File: config.mk
export PLATFORM = sky130hd
export DESIGN_NAME = rt_pla
export DESIGN_NICKNAME = d
export VERILOG_FILES = /design/src/rtl/rt_pla_pkg.sv /design/src/rtl/rt_pla_cfg_decode.sv /design/src/rtl/rt_pla_and_plane.sv /design/src/rtl/rt_pla_or_plane.sv /design/src/rtl/rt_pla.sv
export SDC_FILE = /design/constraint.sdc
export NUM_CORES = 1
export LEC_CHECK = 0
export ABC_AREA = 1
export BUFFER_PORTS_ARGS = -buffer_cell sky130_fd_sc_hd__buf_2
export CORE_UTILIZATION = 40
export DETAILED_ROUTE_END_ITERATION = 8
export PLACE_DENSITY_LB_ADDON = 0.15
export SYNTH_ARGS = -nofsm -noshare
export SYNTH_HDL_FRONTEND = slang
export SYNTH_SLANG_ARGS = --single-unit
File: constraint.sdc
create_clock -name clk_i -period 1.5 [get_ports clk_i]
set_input_delay 0 -clock clk_i [delete_from_list [all_inputs] [get_ports clk_i]]
set_output_delay 0 -clock clk_i [all_outputs]
set_load 0.03 [all_outputs]
File: src/rtl/rt_pla_pkg.sv
package rt_pla_pkg;
  typedef enum logic [1:0] {
    LIT_NONE = 2'b00,
    LIT_TRUE = 2'b01,
    LIT_COMP = 2'b10,
    LIT_KILL = 2'b11
  } lit_code_e;

  function automatic int max2(input int a, input int b);
    return (a > b) ? a : b;
  endfunction
endpackage

File: src/rtl/rt_pla_cfg_decode.sv
module rt_pla_cfg_decode #(
  parameter int N_TERM = 4,
  parameter int N_OUT  = 2,
  parameter int AW     = 3
) (
  input  logic              we_i,
  input  logic [AW-1:0]     addr_i,
  output logic [N_TERM-1:0] and_we_o,
  output logic [N_OUT-1:0]  or_we_o
);
  for (genvar t = 0; t < N_TERM; t++) begin : g_and
    assign and_we_o[t] = we_i && (addr_i == AW'(t));
  end
  for (genvar o = 0; o < N_OUT; o++) begin : g_or
    assign or_we_o[o] = we_i && (addr_i == AW'(N_TERM + o));
  end
endmodule

File: src/rtl/rt_pla_and_plane.sv
module rt_pla_and_plane
  import rt_pla_pkg::*;
#(
  parameter int N_IN   = 3,
  parameter int N_TERM = 4,
  localparam int RW    = 2 * N_IN
) (
  input  logic              clk_i,
  input  logic              rst_ni,
  input  logic [N_TERM-1:0] row_we_i,
  input  logic [RW-1:0]     row_data_i,
  input  logic [N_IN-1:0]   x_i,
  output logic [N_TERM-1:0] term_o
);
  for (genvar t = 0; t < N_TERM; t++) begin : g_term
    logic [RW-1:0] row_q;

    always_ff @(posedge clk_i or negedge rst_ni) begin
      if (!rst_ni)         row_q <= '0;
      else if (row_we_i[t]) row_q <= row_data_i;
    end

    always_comb begin
      term_o[t] = 1'b1;
      for (int i = 0; i < N_IN; i++) begin
        case (lit_code_e'(row_q[2*i +: 2]))
          LIT_NONE: ;
          LIT_TRUE: term_o[t] = term_o[t] & x_i[i];
          LIT_COMP: term_o[t] = term_o[t] & ~x_i[i];
          default:  term_o[t] = 1'b0;
        endcase
      end
    end
  end
endmodule

File: src/rtl/rt_pla_or_plane.sv
module rt_pla_or_plane #(
  parameter int N_TERM = 4,
  parameter int N_OUT  = 2
) (
  input  logic              clk_i,
  input  logic              rst_ni,
  input  logic [N_OUT-1:0]  row_we_i,
  input  logic [N_TERM-1:0] row_data_i,
  input  logic [N_TERM-1:0] term_i,
  output logic [N_OUT-1:0]  z_o
);
  for (genvar o = 0; o < N_OUT; o++) begin : g_out
    logic [N_TERM-1:0] sel_q;

    always_ff @(posedge clk_i or negedge rst_ni) begin
      if (!rst_ni)          sel_q <= '0;
      else if (row_we_i[o]) sel_q <= row_data_i;
    end

    assign z_o[o] = |(sel_q & term_i);
  end
endmodule

File: src/rtl/rt_pla.sv
module rt_pla
  import rt_pla_pkg::*;
#(
  parameter int N_IN   = 3,
  parameter int N_TERM = 4,
  parameter int N_OUT  = 2,
  localparam int DW    = max2(2 * N_IN, N_TERM),
  localparam int AW    = $clog2(N_TERM + N_OUT)
) (
  input  logic             clk_i,
  input  logic             rst_ni,
  input  logic             cfg_we_i,
  input  logic [AW-1:0]    cfg_addr_i,
  input  logic [DW-1:0]    cfg_data_i,
  input  logic [N_IN-1:0]  x_i,
  output logic [N_OUT-1:0] z_o
);
  logic [N_TERM-1:0] and_we;
  logic [N_OUT-1:0]  or_we;
  logic [N_TERM-1:0] term;

  rt_pla_cfg_decode #(.N_TERM(N_TERM), .N_OUT(N_OUT), .AW(AW)) u_dec (
    .we_i     (cfg_we_i),
    .addr_i   (cfg_addr_i),
    .and_we_o (and_we),
    .or_we_o  (or_we)
  );

  rt_pla_and_plane #(.N_IN(N_IN), .N_TERM(N_TERM)) u_and (
    .clk_i      (clk_i),
    .rst_ni     (rst_ni),
    .row_we_i   (and_we),
    .row_data_i (cfg_data_i[2*N_IN-1:0]),
    .x_i        (x_i),
    .term_o     (term)
  );

  rt_pla_or_plane #(.N_TERM(N_TERM), .N_OUT(N_OUT)) u_or (
    .clk_i      (clk_i),
    .rst_ni     (rst_ni),
    .row_we_i   (or_we),
    .row_data_i (cfg_data_i[N_TERM-1:0]),
    .term_i     (term),
    .z_o        (z_o)
  );
endmodule

# --- Yosys cells after proc, flatten, opt, wreduce, memory -nomap -nowiden ---
# Index checks and enable logic that the tools add are counted.
word_totals:
  register_bits: 32
  inputBits: 15
  output_inout_bits: 2
  elab_cells: 89
op_classes:
  n_eq_ne: 29
  muxes: 12
  bitwise_logic: 21
  n_reduce_logical: 21
op_table:
  columns: ["cell", "count"]
  rows:
  - ["$pmux W1 S3", 12]
  - ["$eq A2 B1 Y1 const B", 12]
  - ["$eq A2 B2 Y1 const B", 12]
  - ["$logic_not A2 Y1", 12]
  - ["$and A1 B1 Y1", 16]
  - ["$and A4 B4 Y4", 2]
  - ["$reduce_or A4 Y1", 2]
  - ["$eq A3 B2 Y1 const B", 2]
  - ["$eq A3 B3 Y1 const B", 2]
  - ["$logic_and A1 B1 Y1", 6]
  - ["$eq A3 B1 Y1 const B", 1]
  - ["$logic_not A3 Y1", 1]
  - ["$not A1 Y1", 3]

# --- Longest topological paths before layout ---
# Gate-level depths: netlist (run 1).
logic_depth:
  word_depth: 8
  ltp_mapped: 10
  depth_no_buf: 10

# --- Hierarchy ---
# A second synthesis (run 1) with hierarchy kept.
unflattened:
  cells_unflattened: 249
  area_unflattened_um2: 1955.6
modules_own_cells:
  columns: ["module", "instances", "cells_each", "area_per_inst_um2", "seq_area_each_um2"]
  rows:
  - ["rt_pla_and_plane", 1, 184, 1529.0, 600.6]
  - ["rt_pla_or_plane", 1, 50, 367.9, 200.2]
  - ["rt_pla_cfg_decode", 1, 15, 58.8, 0.0]

# --- Least setup slack after synthesis (run 1) ---
# Ideal clock, no wire load.
synth_timing:
  kind: "register -> output"
  start: "register u_and.g_term[2].row_q[5]"
  end: "output z_o[0]"
  t_arrival_ns: 1.252
  t_required_ns: 1.500
  path_slack_ns: 0.248
  path_stages_with_launch: 9
  n_path_buf: 0
  path_cell_list: "dfrtp_1 -> inv_1 -> ha_1 -> nand2_1 -> o21bai_1 -> nand4_1 -> nand2_1 -> inv_1 -> nand2_1"
synth_via:
  elab_chain_cells: 4
  elab_cells_between_ends: 6
  classes_between: "eq/ne: 2; mux: 1; bitwise: 1; reduce/logical: 2"
synth_lines:
  columns: ["item", "line_no", "text"]
  rows:
  - ["from (decl)", "rt_pla_and_plane.sv:16", "logic [RW-1:0] row_q;"]
  - ["from (signal assigned)", "rt_pla_and_plane.sv:20", "else if (row_we_i[t]) row_q <= row_data_i;"]
  - ["$eq A2 B2 Y1 (tied with other cells)", "rt_pla_and_plane.sv:26", "case (lit_code_e'(row_q[2*i +: 2]))"]
  - ["$pmux W1 S3 (*)", "rt_pla_and_plane.sv:26", null]
  - ["$and A4 B4 Y4 (*)", "rt_pla_or_plane.sv:20", "assign z_o[o] = |(sel_q & term_i);"]
  - ["$reduce_or A4 Y1 (*)", "rt_pla_or_plane.sv:20", null]
  - ["to (decl)", "rt_pla.sv:16", "output logic [N_OUT-1:0] z_o"]
# Every way passes the cells marked *; elsewhere a longest branch is shown, timed or not.

# --- Worst setup path in the final report (run 1) ---
layout_timing:
  start: "register u_and.g_term[3].row_q[5]"
  end: "output z_o[0]"
layout_via:
  elab_chain_cells: 4
  elab_cells_between_ends: 6
  classes_between: "eq/ne: 2; mux: 1; bitwise: 1; reduce/logical: 2"
layout_lines:
  columns: ["item", "line_no"]
  rows:
  - ["from (decl)", "rt_pla_and_plane.sv:16"]
  - ["from (signal assigned)", "rt_pla_and_plane.sv:20"]
  - ["$eq A2 B2 Y1 (tied with other cells)", "rt_pla_and_plane.sv:26"]
  - ["$pmux W1 S3 (*)", "rt_pla_and_plane.sv:26"]
  - ["$and A4 B4 Y4 (*)", "rt_pla_or_plane.sv:20"]
  - ["$reduce_or A4 Y1 (*)", "rt_pla_or_plane.sv:20"]
# Marks and branches as above.

==> results of run 1 <==
[cell usage after synthesis]
master / count
nor2_2: 4
nor2_1: 13
dfrtp_1: 32
nand3_1: 1
o21bai_2: 1
inv_2: 3
nand2_1: 71
clkinv_1: 3
nor2_4: 2
ha_1: 24
o21bai_1: 6
nand3_2: 2
nand4_1: 8
inv_1: 31
buf_4: 4
o21ai_1: 14
o21ai_2: 18
buf_6: 2
[power groups by stage]
stage	registers, mW	logic [mW]	clock network [mW]
2_1_floorplan	1.13	0.638	0
3_3_place_gp	1.15	0.833	0
3_5_place_dp	1.15	0.849	0
4_1_cts	1.14	0.907	0.699
5_1_grt	1.16	1.10	0.724
6_report	1.14	0.958	0.689
[final timing paths]
| kind | start | depth (start not counted) | slack [ns] | to |
|---|---|---|---|---|
| max | u_and.g_term[3].row_q[5] | 9 | -0.21 | z_o[0] |
| min | cfg_data_i[4] | 3 | 0.09 | u_and.g_term[3].row_q[4] |
| max reg2reg | u_and.g_term[2].row_q[2] | 4 | 0.63 | u_and.g_term[2].row_q[2] |
| min reg2reg | u_and.g_term[1].row_q[1] | 2 | 0.48 | u_and.g_term[1].row_q[1] |
| max in group asynchronous | rst_ni | 2 | 0.74 | u_and.g_term[0].row_q[1] |
| min in group asynchronous | rst_ni | 2 | 0.30 | u_and.g_term[2].row_q[2] |
[area by class of cell]
type                    count  area (um^2)  share of cell area, %
flip-flops and latches     32          801                   34.2
clock buffers               8         90.1                   3.85
multi-input cells         164         1050                   44.8
inverters                  37          139                   5.94
well taps                  67         83.8                   3.58
repair buffers             26          178                   7.60
[worst reg2reg max path: stages (launching register included)]
cell,delay (ns)
dfrtp_1,0.39
buf_6,0.12
buf_4,0.12
nand2_1,0.07
o21ai_2,0.06
[through the flow]
step	instance area [um^2]	utilization (%)	instances	hold WS [ns]	worst slack [ns]
6_report	2340	48.9	334	0.0934	-0.206
5_1_grt	2340	48.9	334	0.111	-0.324
4_1_cts	2280	47.7	330	0.0912	-0.213
3_5_place_dp	2160	45.0	320	0.0962	0.0669
3_3_place_gp	2160	45.0	320	0.103	0.0870
2_1_floorplan	2010	-	239	-0.296	0.248
[cell families after synthesis]
kind of cell               count (synthesis)  synth area share (%)
AOI/OAI and AO/OA                         39                  14.1
and+or+nand+nor                          101                  21.7
buffers and inverters                     43                  9.50
DFF                                       32                  39.8
adders and majority gates                 24                  14.9
[layer usage]
metal | wire [um] | part of all wire [%] | vias up | GRT usage [%]
met5 | 0 | 0 | - | 0
met4 | 48 | 1.2 | 0 | 5.23
met3 | 164 | 4.2 | 5 | 4.14
met2 | 1640 | 42 | 25 | 24.9
met1 | 2040 | 52 | 647 | 24.7
li1 | - | - | 807 | -
[registers in the layout, indices dropped and copies added (netlist names)]
| register | flops |
|---|---|
| u_and.g_term.row_q | 24 |
| u_or.g_out.sel_q | 8 |
[repair_timing]
item | in CTS | in global routing
cloned | 0 | 0
setup buffers | 1 | 4
resized for setup | 8 | 7
hold buffers | 1 | 0
pin swaps | 4 | 11
hold endpoints to repair | 32 | 0
setup endpoints to repair | 2 | 2
==> reports/results.ini, run 1 <==
[status]
outcome = finished with violations
violations = setup timing

[synthesis]
yosys-top-cells-area = dfrtp_1 (40%), ha_1 (15%), nand2_1 (13%), o21ai_2 (7.8%), inv_1 (5.8%)
syn_area_mm2 = 0.00201
avgSynthCellArea_um2 = 8.43
synth_top_area_share_pct = 39.8
yosysSeqAreaShare_pct = 39.8
yosysTopAreaCell = dfrtp_1
ys_warn_count = 0
synth_nets = 278
ys_ff_latch = 32
postSynthCellCount = 239
netlist-cell-type-count = 18

[sta]
drv_slew = 0
period_minus_slack_ns = 1.71
max_freq_mhz = 586
hold_violations = 0
post-route-period-util_pct = 114
tightest_slew_ns = 0.709
finalSetupViolCount = 2
setup_ws_ns = -0.206
rsz0062_at_grt = yes
finalClockSkew_ns = 0
relSlewSlack_pct = 52.7
tns_ns = -0.409

[power_and_ir_drop]
comb_power_share_pct = 34.4
seq_power_share_pct = 40.9
powerDensity_mw_per_mm2 = 1190
sw_frac_of_total_pct = 34.1
peakVddDrop_v = 0.000506
p_int_mw = 1.83
p_sw_mw = 0.951
p_leak_nw = 1.23
p_clk_share_pct = 24.7
power.total_mw = 2.79

[critical_path]
worst_ep_required_time_ns = 1.50
cp_slowest_cell = dfrtp_1
slowest_delay_ns = 0.39
startpoint_type = register
critical_path_buf_inv_count = 3
crit_family = flip-flops
critPathKind = register to output pin
cp_cell_sequence = inv_1 -> ha_1 -> nand2_1 -> o21bai_1 -> nand4_1 -> nand2_1 -> inv_1 -> nand2_1 -> buf_6
path_common_cell = nand2_1
cp.arrival_ns = 1.71
cp-end-kind = output pin
cp_max_fo = 4

[clock_network]
htree_levels = 2
cts_tree = built
clock-sinks = 32
cts_root_buf = clkbuf_8
clk_path_buf_depth = 2
clk_pin_slew_ns = 0.06
worstSkewPairLatency_ns = 0.28
cts-buffers-inserted = 5

[floorplan]
fp.dieH_um = 73.0
core_mm2 = 0.00479
die_x_um = 73.0
pin_count = 17
num_rows = 25
die_area_mm2 = 0.00532
start_util_pct = 42.1

[final_layout]
syn_to_final_growth_pct = 16.1
layout_common_cells = nand2_1 (69), dfrtp_1 (32), inv_1 (29)
nNetsFinal = 305
drive_gt1_share_pct = 25.8
fillers = 486
layout_commonest_cell = nand2_1
num_antenna_cells = 0

[route]
detail_route.vias_per_cell = 4.44
wl_mm = 3.89
route.vias.total = 1484
route.detailed.drc = 0
dr.pass1.iters = 4
wl_per_cell_um = 11.6
ant_nets = 0
drt_iter0_drc = 84

[global_route]
grt_max_degree = 33
grt_pass1_vias = 1367
grt_overflow = 0
grt.total_usage_pct = 17.0
antenna_found_initial = 0
grt_pass1_wl_mm = 6.55

[placement]
io_buffers = 16
hpwl_mm = 2.93
place.gp.congestion = 0.754

[flow_run]
cap_viol_max_count = 0

[min_path]
hold_path.class = primary input to register

Power figures use the tool's default switching activity.
==> run 2, diff against run 1 <==
--- a/config.mk
+++ b/config.mk
@@ -7,7 +7,9 @@
 export LEC_CHECK = 0
 export ABC_AREA = 1
 export BUFFER_PORTS_ARGS = -buffer_cell sky130_fd_sc_hd__buf_2
-export CORE_UTILIZATION = 40
+export CELL_PAD_IN_SITES_DETAIL_PLACEMENT = 1
+export CELL_PAD_IN_SITES_GLOBAL_PLACEMENT = 2
+export CORE_UTILIZATION = 36
 export DETAILED_ROUTE_END_ITERATION = 8
 export PLACE_DENSITY_LB_ADDON = 0.15
 export SYNTH_ARGS = -nofsm -noshare
==> run 2 against run 1 <==
Against the previous run:
- the flow still finishes with violations (setup timing)
- flip-flop and latch count stayed put
- critical path depth stayed put
- cell count is 1.2% lower
- hold slack better by 0.0018 ns
- die area is 11% higher
- clock power hardly changed
- fmax is 1.6% higher
- setup slack better by 0.028 ns
- non-clock buffer count is 7 lower
- sequential power hardly changed
- critical endpoint is now z_o[1]
- highest routed layer unchanged
==> reports/results.ini, run 2 (synthesis results as in run 1) <==
[sta]
drv_slew = 0
hold_violations = 0
max_freq_mhz = 596
rsz0062_at_grt = yes
tns_ns = -0.350
period_minus_slack_ns = 1.68
finalSetupViolCount = 2
setup_ws_ns = -0.179
tightest_slew_ns = 0.532
finalClockSkew_ns = 0
post-route-period-util_pct = 112
relSlewSlack_pct = 64.4

[global_route]
antenna_found_initial = 0
grt_overflow = 0
grt_max_degree = 33
grt_pass1_vias = 1565
grt.total_usage_pct = 17.9
grt_pass1_wl_mm = 7.96

[min_path]
hold_path.class = primary input to register

[power_and_ir_drop]
comb_power_share_pct = 34.2
seq_power_share_pct = 41.2
powerDensity_mw_per_mm2 = 1210
p_sw_mw = 0.987
p_leak_nw = 1.18
power.total_mw = 2.80
p_int_mw = 1.82
sw_frac_of_total_pct = 35.2
p_clk_share_pct = 24.6
peakVddDrop_v = 0.000517

[critical_path]
critical_path_buf_inv_count = 3
cp-end-kind = output pin
cp_cell_sequence = inv_1 -> ha_1 -> nand2_1 -> o21bai_2 -> nand4_1 -> nand2_1 -> inv_1 -> nand2_1 -> buf_6
crit_family = flip-flops
slowest_delay_ns = 0.40
critPathKind = register to output pin
path_common_cell = nand2_1
cp_max_fo = 4
cp_slowest_cell = dfrtp_1
worst_ep_required_time_ns = 1.50
startpoint_type = register
cp.arrival_ns = 1.68

[placement]
place.gp.congestion = 0.717
io_buffers = 16
placed_cell_area_mm2 = 0.00214
place_ws_ns = 0.0342
hpwl_mm = 3.48
placed_cells = 320

[status]
violations = setup timing
outcome = finished with violations

[route]
route.vias.total = 1543
dr.pass1.iters = 4
detail_route.vias_per_cell = 4.68
wl_per_cell_um = 14.2
ant_nets = 0
drt_iter0_drc = 49
wl_mm = 4.69
route.detailed.drc = 0

[floorplan]
start_util_pct = 38.5
fp.dieH_um = 76.8
die_area_mm2 = 0.00590
core_mm2 = 0.00524
pin_count = 17
die_x_um = 76.8
num_rows = 26

[final_layout]
regMostFlops = u_and.g_term.row_q
syn_to_final_growth_pct = 15.5
fillers = 645
top_regs = u_and.g_term.row_q x24, u_or.g_out.sel_q x8
largest_register_ffs = 24
num_antenna_cells = 0
drive_gt1_share_pct = 28.1
instances_no_fill = 330
design_area_mm2 = 0.00233
layout_commonest_cell = nand2_1
nNetsFinal = 298
layout_common_cells = nand2_1 (69), dfrtp_1 (32), inv_1 (24)

[clock_network]
worstSkewPairLatency_ns = 0.28
clk_path_buf_depth = 2
clk_pin_slew_ns = 0.07
cts_root_buf = clkbuf_8
cts-buffers-inserted = 5
clock-sinks = 32
cts_tree = built
htree_levels = 2

[flow_run]
cap_viol_max_count = 0

run 2: cell count changes in the layout (fill, tap and decap cells not counted), sizes merged:
cell / change
buf: -7
run 2: worst reg2reg max path: stages, from the launching register on:
cell and delay [ns]:
dfrtp_1 0.43, buf_4 0.15, nand2_1 0.07, o21ai_2 0.06
run 2: through the flow:
step	hold slack (ns)	util (%)
floorplan	-0.296	-
global placement	0.0594	40.8
detailed placement	0.0597	40.8
CTS	0.0932	43.4
global route	0.115	44.4
finish	0.0952	44.4
run 2: path summary, 6_finish.rpt:
kind	start	endpoint	slack, ns	cells after the start
max	u_and.g_term[3].row_q[3]	z_o[1]	-0.18	9
min	cfg_data_i[0]	u_and.g_term[2].row_q[0]	0.1	3
max reg2reg	u_and.g_term[2].row_q[4]	u_and.g_term[2].row_q[4]	0.68	3
min reg2reg	u_and.g_term[3].row_q[1]	u_and.g_term[3].row_q[1]	0.49	2
max in group asynchronous	rst_ni	u_or.g_out[0].sel_q[3]	0.90	3
min in group asynchronous	rst_ni	u_and.g_term[3].row_q[3]	0.28	3
run 2: per-layer routing:
layer | GRT usage (%) | routed length (um) | vias up
li1 | - | - | 797
met3 | 3.93 | 125 | 5
met2 | 26.9 | 2020 | 21
met4 | 5.19 | 36 | 0
met1 | 25.6 | 2510 | 720
met5 | 0 | 0 | -
run 2: power by group through the flow:
stage               registers (mW)  clock network, mW  logic (mW)
floorplan                     1.13                  0       0.638
global placement              1.16                  0       0.817
detailed placement            1.17                  0       0.845
CTS                           1.15              0.712       0.913
global route                  1.18              0.754        1.11
finish                        1.16              0.691       0.957
run 2: cell type report:
cell class	count	area, um^2	area share, %
Multi-Input combinational cell	164	1090	46.9
Tap cell	70	87.6	3.77
Clock buffer	8	90.1	3.87
Inverter	37	139	5.97
Sequential cell	32	801	34.4
Timing Repair Buffer	19	118	5.06
run 2: what timing repair did:
action,4_1_cts,5_1_grt
endpoints found under the hold margin,32,0
setup endpoints to repair,2,2
pin swaps,5,10
hold buffers,1,0
resized for setup,11,14
setup buffers,0,1
==> run 3, diff against run 2 <==
==> constraint.sdc (replaced) <==
create_clock -name clk_i -period 1.8 [get_ports clk_i]
set_input_delay 0 -clock clk_i [delete_from_list [all_inputs] [get_ports clk_i]]
set_output_delay 0 -clock clk_i [all_outputs]
set_load 0.03 [all_outputs]
==> run 3 against run 2 <==
Against the previous run:
- the run now ends clean
- clock skew is the same
- power shrank 17%
- first-iteration DRC count grew 53%
- largest cell class unchanged
- combinational power shrank 17%
- non-clock buffer count grew 1
- global-route usage shrank 0.20 points
==> reports/results.ini, run 3 (synthesis results as in run 1) <==
[route]
highest_layer = met4
m1WireLength_mm = 2.57
detail_route.vias_per_cell = 4.58
route.detailed.drc = 0
ant_nets = 0
dr.pass1.iters = 4
met3_wirelength_um = 118
wl_met2_mm = 1.92
wl_mm = 4.66
route.vias.total = 1517
wl_per_cell_um = 14.1
drt_iter0_drc = 75

[final_layout]
fillers = 641
drive_gt1_share_pct = 27.2
syn_to_final_growth_pct = 15.0
register_area_um2 = 801
instances_no_fill = 331
layout_commonest_cell = nand2_1
top_regs = u_and.g_term.row_q x24, u_or.g_out.sel_q x8
layout_common_cells = nand2_1 (68), dfrtp_1 (32), inv_1 (26)
multi_input_area_mm2 = 0.00107
nNetsFinal = 299
num_antenna_cells = 0
largest_register_ffs = 24
regMostFlops = u_and.g_term.row_q

[critical_path]
cp_cell_sequence = inv_1 -> ha_1 -> nand2_1 -> o21bai_2 -> nand4_1 -> nand2_1 -> inv_1 -> nand2_1 -> buf_6
worst_ep_required_time_ns = 1.80
slowest_delay_ns = 0.42
critical_path_buf_inv_count = 3
cp.arrival_ns = 1.67
crit_family = flip-flops
path_common_cell = nand2_1
critPathKind = register to output pin
cp_max_fo = 4
reg2reg_slack_ns = 0.97
cp_slowest_cell = dfrtp_1
cp-end-kind = output pin
startpoint_type = register

[global_route]
grt.total_usage_pct = 17.7
grt_pass1_wl_mm = 7.89
grt_pass1_vias = 1552
grt_overflow = 0
antenna_found_initial = 0
grt_max_degree = 33

[placement]
placed_cells = 319
place.gp.congestion = 0.707
io_buffers = 16
hpwl_mm = 3.43

[floorplan]
core_mm2 = 0.00524
die_x_um = 76.8
pin_count = 17
start_util_pct = 38.5
fp.dieH_um = 76.8
die_area_mm2 = 0.00590
num_rows = 26

[sta]
post-route-period-util_pct = 92.6
period_minus_slack_ns = 1.67
finalClockSkew_ns = 0
tightest_slew_ns = 0.784
rsz0062_at_grt = yes
max_freq_mhz = 600
hold_violations = 0
finalSetupViolCount = 0
drv_slew = 0
relSlewSlack_pct = 47.8
tns_ns = 0

[clock_network]
cts-buffers-inserted = 5
clk_pin_slew_ns = 0.07
clock-sinks = 32
htree_levels = 2
cts_root_buf = clkbuf_8
cts_tree = built
clk_path_buf_depth = 2
worstSkewPairLatency_ns = 0.28

[power_and_ir_drop]
powerDensity_mw_per_mm2 = 1010
peakVddDrop_v = 0.000440
power.total_mw = 2.34
p_leak_nw = 1.19

[min_path]
hold_path.class = primary input to register

[status]
outcome = completed

[flow_run]
cap_viol_max_count = 0

==> run 3: through the flow <==
stage | hold WS [ns] | setup slack, ns | cell area (um^2) | util [%]
after CTS | 0.0877 | 0.0131 | 2230 | 42.6
after detailed placement | 0.121 | 0.333 | 2130 | 40.7
after global placement | 0.120 | 0.348 | 2130 | 40.7
after global routing | 0.111 | -0.00929 | 2320 | 44.2
final | 0.0955 | 0.133 | 2320 | 44.2
after floorplan | -0.296 | 0.548 | 2010 | -
==> run 3: power by group <==
group / switching [mW] / internal (mW) / leakage, nW
clock: 0.266 / 0.312 / 0.0455
combinational: 0.446 / 0.348 / 0.744
sequential: 0.109 / 0.854 / 0.403
total: 0.822 / 1.51 / 1.19
==> run 3: layer usage <==
layer | up-vias | global-route usage (%)
met3 | 7 | 3.93
met1 | 696 | 24.8
met4 | 0 | 5.19
met5 | - | 0
li1 | 791 | -
met2 | 23 | 27.1
==> run 3: final timing paths <==
path                            depth (start not counted)                  endpoint                startpoint
max in group asynchronous                               2    u_or.g_out[0].sel_q[3]                    rst_ni
worst max-delay path                                    9                    z_o[1]  u_and.g_term[3].row_q[3]
worst min register to register                          2  u_and.g_term[1].row_q[1]  u_and.g_term[1].row_q[1]
worst max register to register                          3  u_and.g_term[3].row_q[5]  u_and.g_term[3].row_q[5]
min in group asynchronous                               2  u_and.g_term[3].row_q[2]                    rst_ni
worst min-delay path                                    3  u_and.g_term[2].row_q[0]             cfg_data_i[0]
==> run 3: what timing repair did <==
| action | CTS | global route |
|---|---|---|
| endpoints found under the hold margin | 32 | 0 |
| buffers inserted | 0 | 3 |
| hold buffers | 1 | 0 |
| endpoints found under the setup margin | 0 | 2 |
| resized for setup | 0 | 24 |
==> run 3: final cells by class <==
| type | count | share of cell area (%) |
|---|---|---|
| Multi-Input combinational cell | 164 | 46.4 |
| Inverter | 37 | 5.99 |
| Tap cell | 70 | 3.78 |
| Timing Repair Buffer | 20 | 5.40 |
| Sequential cell | 32 | 34.6 |
| Clock buffer | 8 | 3.89 |
==> run 3: worst register-to-register path, delay by kind of cell, from the launching register on <==
| kind | cells | cell delay, ns |
|---|---|---|
| AND/OR/NAND/NOR | 1 | 0.08 |
| buffers and inverters | 1 | 0.14 |
| flip-flops | 1 | 0.41 |
| AO/OA/AOI/OAI | 1 | 0.07 |
